==> config.mk <==
export PLATFORM = sky130hd
export DESIGN_NAME = synth_cfg_loader
export DESIGN_NICKNAME = d
export VERILOG_FILES = /design/src/rtl/synth_cfg_loader.sv
export SDC_FILE = /design/constraint.sdc
export NUM_CORES = 1
export LEC_CHECK = 0
export ABC_AREA = 1
export BUFFER_PORTS_ARGS = -buffer_cell sky130_fd_sc_hd__buf_2
export CORE_UTILIZATION = 35
export DETAILED_ROUTE_END_ITERATION = 8
export PLACE_DENSITY = 0.5
export REMOVE_ABC_BUFFERS = 1
export SETUP_SLACK_MARGIN = 0.1
export SYNTH_ARGS = -nofsm -noshare
export SYNTH_HDL_FRONTEND = slang
export SYNTH_SLANG_ARGS = --single-unit
==> constraint.sdc <==
create_clock -name clk -period 1.96 [get_ports clk]
set_input_delay 0.392 -clock clk [delete_from_list [all_inputs] [get_ports clk]]
set_output_delay 0.392 -clock clk [all_outputs]
set_load 0.05 [all_outputs]
==> src/rtl/synth_cfg_loader.sv <==
module synth_cfg_loader #(
  parameter int M_W = 9,
  parameter int N_W = 2,
  parameter logic [M_W-1:0] M_INIT = 200
) (
  input  logic           clk,
  input  logic           rst_n,
  input  logic           mr,
  input  logic           p_load_n,
  input  logic [M_W-1:0] m_pins,
  input  logic           s_clk,
  input  logic           s_data,
  input  logic           s_load,
  output logic [M_W-1:0] m_val,
  output logic [N_W-1:0] n_sel,
  output logic           ssc_en,
  output logic           div_en,
  output logic           cfg_upd
);
  localparam int PAY = M_W + N_W + 1;
  localparam logic [N_W-1:0] N_DIV2 = 1;

  logic           sc_q, sl_q;
  logic [PAY-1:0] sr, sr_nxt;
  logic [M_W-1:0] m_nxt;
  logic [N_W-1:0] n_nxt;
  logic           ssc_nxt;

  wire shift_en = s_clk & ~sc_q & p_load_n;
  wire sl_rise  = s_load & ~sl_q;
  wire pass     = s_load & sl_q & shift_en;

  assign sr_nxt = shift_en ? {sr[PAY-2:0], s_data} : sr;

  always_comb begin
    m_nxt   = m_val;
    n_nxt   = n_sel;
    ssc_nxt = ssc_en;
    if (!p_load_n) begin
      m_nxt = m_pins;
      n_nxt = N_DIV2;
    end else if (sl_rise || pass) begin
      ssc_nxt = sr_nxt[PAY-1];
      n_nxt   = sr_nxt[M_W +: N_W];
      m_nxt   = sr_nxt[M_W-1:0];
    end
  end

  always_ff @(posedge clk or negedge rst_n) begin
    if (!rst_n) begin
      sc_q    <= 1'b0;
      sl_q    <= 1'b0;
      sr      <= '0;
      m_val   <= M_INIT;
      n_sel   <= N_DIV2;
      ssc_en  <= 1'b0;
      div_en  <= 1'b0;
      cfg_upd <= 1'b0;
    end else begin
      sc_q    <= s_clk;
      sl_q    <= s_load;
      sr      <= sr_nxt;
      m_val   <= m_nxt;
      n_sel   <= n_nxt;
      ssc_en  <= ssc_nxt;
      div_en  <= ~mr;
      cfg_upd <= {m_nxt, n_nxt, ssc_nxt} != {m_val, n_sel, ssc_en};
    end
  end
endmodule

==> flow_summary.ini, run 1 <==
[logic_synthesis]
synth-edff-count = 0
yosysTopAreaCell = dfrtp_1
ys_types = 22
synth_cells = 256
synth_commonest_cells = 95 x nand2_1, 60 x nand3_1, 28 x inv_1
seq_area_frac_synth = 0.396
synth_top_area_share = 0.337
synthMuxAreaShare = 0
syn_area_per_cell_um2 = 6.95
yosys-top-cells-area = dfrtp_1 34%, nand2_1 20%, nand3_1 17%, dfstp_2 5.9%, inv_1 5.9%
yosys.area_share.simple = 0.466
synth_xor_area_frac = 0
ys.flop_type = dfrtp_1
synth_compound_area_frac = 0.0288
ys_warn_count = 0
yosysMostFrequentCell = nand2_1
synthArstFlopShare = 1.00
ys_ff_latch = 28
synth.cell_area_um2 = 1780
synth_top_family_by_area = simple AND/OR/NAND/NOR gates
synth_fa_ha_area_frac = 0

[detailed_routing]
drt_pass1_iterations = 6
drt_iter0_drc = 84
wl_um = 4300
drc = 0
antenna_left = 0
vias = 1645
drt-vias-per-instance = 4.69
wl_per_cell_um = 12.2

[floorplan]
die_h_um = 73.3
die_w_um = 73.3
io_pins = 30
std_cell_rows = 25
initial_core_util = 0.370
coreArea_um2 = 4820
die-area_um2 = 5380

[critical_path]
r2r_end = cfg_upd
crit_type = reg -> reg
end_kind = flip-flop
critPathArrivalTime_ns = 1.84
crit_fanout = 24
max_stage_delay_ns = 0.46
worst-path-buf-inv = 0
r2r_start = sc_q
cpMaxStageDelayCell = dfrtp_2
start_kind = flip-flop
crit_top_cell = nand3_1
required_ns = 2.12
cpLargestDelayFamily = simple AND/OR/NAND/NOR gates
ff2ff_setup_slack_ns = 0.28
path_cells = nor2_8, nand2_4, nand2_4, nand3_1, nand3_1, nand3_1, nand2_1, nand2_1, nor2_1, nand3_1
worstRegToRegCells = 10

[clocking]
clock-sinks = 28
clk-insertion-delay-late_ns = 0.28
cts_buffers = 3
cts_setup_buffers = 0
cts_tree = built
root_buffer = clkbuf_8
path_clk_slew_ns = 0.10
clock_path_buffers = 2
cts_htree_levels = 1

[sta]
worst_pin_slew_ns = 0.659
setup_viol = 0
rsz0062_at_grt = false
hold_violations = 0
max_freq_ghz = 0.596
max_slew_margin = 0.560
period_share = 0.857
finClkSkew_ns = 0.00642
period_minus_slack_ns = 1.68
slew_violations = 0
fin_ws_ns = 0.281
setup_tns_ns = 0

[final_layout]
multi_input_area_um2 = 888
area_growth_pct = 14.3
fillCellCount = 551
nNetsFinal = 302
regArea_um2 = 707
drive_gt1_frac = 0.222
diodes = 0

[global_routing]
antenna_found_initial = 0
grt_pass1_wl_um = 7470
grt-ovfl-total = 0
grt_use_total = 0.182
grt_pass1_vias = 1575
grt_max_degree = 29

[pwr]
finalPower_w = 0.00155
ir_drop_v = 0.000235
pwr_density_cell_nw_per_um2 = 762
leakage_nw = 1.13

[placement]
place_ws_ns = 0.0258
place_congestion = 0.764
hpwlAfterDp_um = 3150
io_buffers = 29

[job]
drv_cap = 0

[status]
status = complete, no violations

[hold_path]
hold_class = in -> async
kinds of logic after synthesis:
family / after synthesis
simple gates: 179
compound gates: 8
buf+inv: 41
flops: 28
worst reg2reg max path, stage by stage, from the launching register on:
cell and delay [ns]:
dfrtp_2 0.46, nor2_8 0.13, nand2_4 0.09, nand2_4 0.22, nand3_1 0.13, nand3_1 0.11
nand3_1 0.07, nand2_1 0.06, nand2_1 0.06, nor2_1 0.15, nand3_1 0.08
placed cells by master, fill, tap and decap left out, types with 2 or more instances in the layout:
master    count
nand2_1      95
or2_2         9
dfstp_2       4
o21ai_1       2
nand4_1       5
nand3_1      60
clkbuf_8      3
dfrtp_1      23
inv_1        28
buf_4         6
buf_2        29
o21ai_2       3
nor2_1        4
nand2_4       3
o21ai_0       2
metal layers:
| layer | global-route usage | share of wire | routed length, µm |
|---|---|---|---|
| met1 | 0.269 | 0.52 | 2210 |
| met2 | 0.288 | 0.44 | 1890 |
| met3 | 0.0165 | 0.036 | 156 |
| met4 | 0.0449 | 0.0088 | 38 |
| met5 | 0 | 0 | 0 |
state kept, by name, summed over array words and instances (netlist names):
signal	count
m_val	9
sl_q	1
div_en	1
n_sel	2
cfg_upd	1
sr	12
sc_q	1
ssc_en	1
repair_timing:
| item | 4_1_cts | 5_1_grt |
|---|---|---|
| endpoints found under the hold margin | 0 | 0 |
| gates resized for setup | 0 | 5 |
| hold buffers | 0 | 0 |
| endpoints found under the setup margin | 0 | 1 |
where the power goes:
part	switching, W	total (W)	internal [W]
Clock	0.000186	0.000325	0.000138
Sequential	0.0000581	0.000720	0.000662
Combinational	0.000347	0.000507	0.000160
Total	0.000591	0.00155	0.000960
metrics by stage:
step,utilization,std cells,hold slack (ns),instance area [µm²]
finish,0.422,351,0.133,2030
global route,0.422,351,0.195,2030
CTS,0.420,351,0.164,2020
detailed placement,0.411,348,0.477,1980
global placement,0.411,348,0.481,1980
floorplan,-,245,0.0964,1700
cell type report:
class | instances | share of cell area
clock buffers | 3 | 0.0203
multi-input cells | 187 | 0.437
inverters | 30 | 0.0554
flip-flops and latches | 28 | 0.347
repair buffers | 36 | 0.0990
well taps | 67 | 0.0412
how the worst max path moves through the flow:
stage / depth (start not counted) / from / to / slack [ns]
floorplan: 10 / sc_q / cfg_upd / 0.36
global placement: 12 / p_load_n / cfg_upd / 0.02
detailed placement: 12 / p_load_n / cfg_upd / 0.03
CTS: 10 / sc_q / cfg_upd / 0.18
global route: 10 / sc_q / cfg_upd / 0.11
finish: 10 / sc_q / cfg_upd / 0.28
(Power assumes the default switching activity.)
==> run 2: changes to the inputs <==
--- a/config.mk
+++ b/config.mk
@@ -10,7 +10,6 @@
 export CORE_UTILIZATION = 35
 export DETAILED_ROUTE_END_ITERATION = 8
 export PLACE_DENSITY = 0.5
-export REMOVE_ABC_BUFFERS = 1
 export SETUP_SLACK_MARGIN = 0.1
 export SYNTH_ARGS = -nofsm -noshare
 export SYNTH_HDL_FRONTEND = slang
==> run 2 against run 1 <==
Compared with the run above: register-to-register slack about the same; critical path type unchanged; total power increased by 9.4%; fmax decreased by 0.64%; cell count unchanged; worst hold slack got worse by 0.0036 ns; flip-flop and latch count unchanged; utilization increased by 0.47 points; clock skew increased by 0.0021 ns; non-clock buffer count decreased by 1; sequential share of layout area decreased by 0.44 points; die area unchanged.
==> flow_summary.ini, run 2 (synthesis gave the netlist of run 1 again) <==
[critical_path]
path_cells = nor2_8, nand2_4, nand2_4, nand2_1, nand3_1, nand3_1, nand2_1, nand2_1, nor2_1, nand3_1
cpMaxStageDelayCell = dfrtp_1
start_kind = flip-flop
end_kind = flip-flop
crit_fanout = 24
required_ns = 2.13
startpoint = sc_q
worstRegToRegCells = 10
max_stage_delay_ns = 0.46
critPathCapture = cfg_upd
r2r_end = cfg_upd
cpLargestDelayFamily = simple AND/OR/NAND/NOR gates
worst-path-buf-inv = 0
ff2ff_setup_slack_ns = 0.27
crit_type = reg -> reg
critPathArrivalTime_ns = 1.86
cp.depth = 10
r2r_start = sc_q

[global_routing]
grt_use_total = 0.178
use_met3 = 0.0247
grt_max_degree = 29
grt_pass1_wl_um = 7230
grt.busiest_layer = met2
grt-ovfl-total = 0
grt_pass1_vias = 1510
met2_usage = 0.269
antenna_found_initial = 0
gr-usage-met1 = 0.266

[placement]
io_buffers = 29
place_congestion = 0.803
hpwlAfterDp_um = 3220
placed_cell_area_um2 = 1990

[detailed_routing]
drc = 0
vias = 1619
drt_pass1_iterations = 4
drt_iter0_drc = 91
drt-vias-per-instance = 4.61
antenna_left = 0
wl_um = 4290
wl_per_cell_um = 12.2

[final_layout]
final_cell_area_um2 = 2060
final_cell_mix = 95 x nand2_1, 60 x nand3_1, 29 x buf_2, 28 x inv_1, 24 x dfrtp_1
nNetsFinal = 301
largest_register_ff_count = 12
top_regs = sr (12), m_val (9), n_sel (2)
area_growth_pct = 15.5
fin_util = 0.427
final_common_cell = nand2_1
diodes = 0
drive_gt1_frac = 0.218
largest-register = sr

[sta]
slew_violations = 0
period_minus_slack_ns = 1.69
rsz0062_at_grt = false
max_slew_margin = 0.565
whs_ns = 0.129
setup_viol = 0
finClkSkew_ns = 0.00852
period_share = 0.862
hold_violations = 0
worst_pin_slew_ns = 0.652
max_freq_ghz = 0.592
setup_tns_ns = 0

[pwr]
ir_drop_v = 0.000276
finalPower_w = 0.00170
pwr_density_cell_nw_per_um2 = 825
leakage_nw = 1.14

[clocking]
cts_buffers = 3
clock-sinks = 28
ctsHoldBuffers = 0
clock_path_buffers = 2
cts_tree = built
clk-insertion-delay-late_ns = 0.28
cts_setup_buffers = 0
cts_htree_levels = 1
path_clk_slew_ns = 0.11
root_buffer = clkbuf_8

[floorplan]
initial_core_util = 0.370
std_cell_rows = 25
die_h_um = 73.3
die-area_um2 = 5380
io_pins = 30
coreArea_um2 = 4820
die_w_um = 73.3

[hold_path]
hold_class = in -> async

[job]
drv_cap = 0

[logic_synthesis]
syn_nets = 272

[status]
status = complete, no violations
[run 2: changes by cell type in the layout (fill, tap and decap cells not counted), sizes merged]
cell,delta
buf,-1
bufinv,+1
[run 2: timing repair]
item	CTS	global route
setup endpoints to repair	0	1
endpoints found under the hold margin	0	0
resized for setup	0	1
[run 2: cell type report]
type	instances	area, µm²
flip-flops and latches	28	706
fillers	546	2760
multi-input cells	187	881
clock inverters	1	30.0
clock buffers	3	41.3
well taps	67	83.8
repair buffers	35	203
inverters	30	113
[run 2: power by group]
part | switching (W) | internal, W | leakage (nW) | total [W]
clock | 0.000196 | 0.000274 | 0.0357 | 0.000470
combinational | 0.000348 | 0.000160 | 0.765 | 0.000508
sequential | 0.0000580 | 0.000661 | 0.341 | 0.000719
[run 2: layer usage]
metal	vias to the layer above	wire, µm
met5	-	0
met4	0	28
met3	2	131
met2	23	1750
met1	726	2380
li1	868	-
[run 2: worst min-delay path by stage]
stage / start / to / slack [ns]
2_1_floorplan: rst_n / cfg_upd / 0.1
3_3_place_gp: rst_n / div_en / 0.47
3_5_place_dp: rst_n / div_en / 0.46
4_1_cts: rst_n / m_val[8] / 0.15
5_1_grt: rst_n / m_val[8] / 0.18
6_report: rst_n / sr[7] / 0.13
[run 2: through the flow]
step | instances | setup slack, ns
2_1_floorplan | 256 | 0.388
3_3_place_gp | 347 | 0.0724
3_5_place_dp | 347 | 0.0570
4_1_cts | 351 | 0.209
5_1_grt | 351 | 0.131
6_report | 351 | 0.270
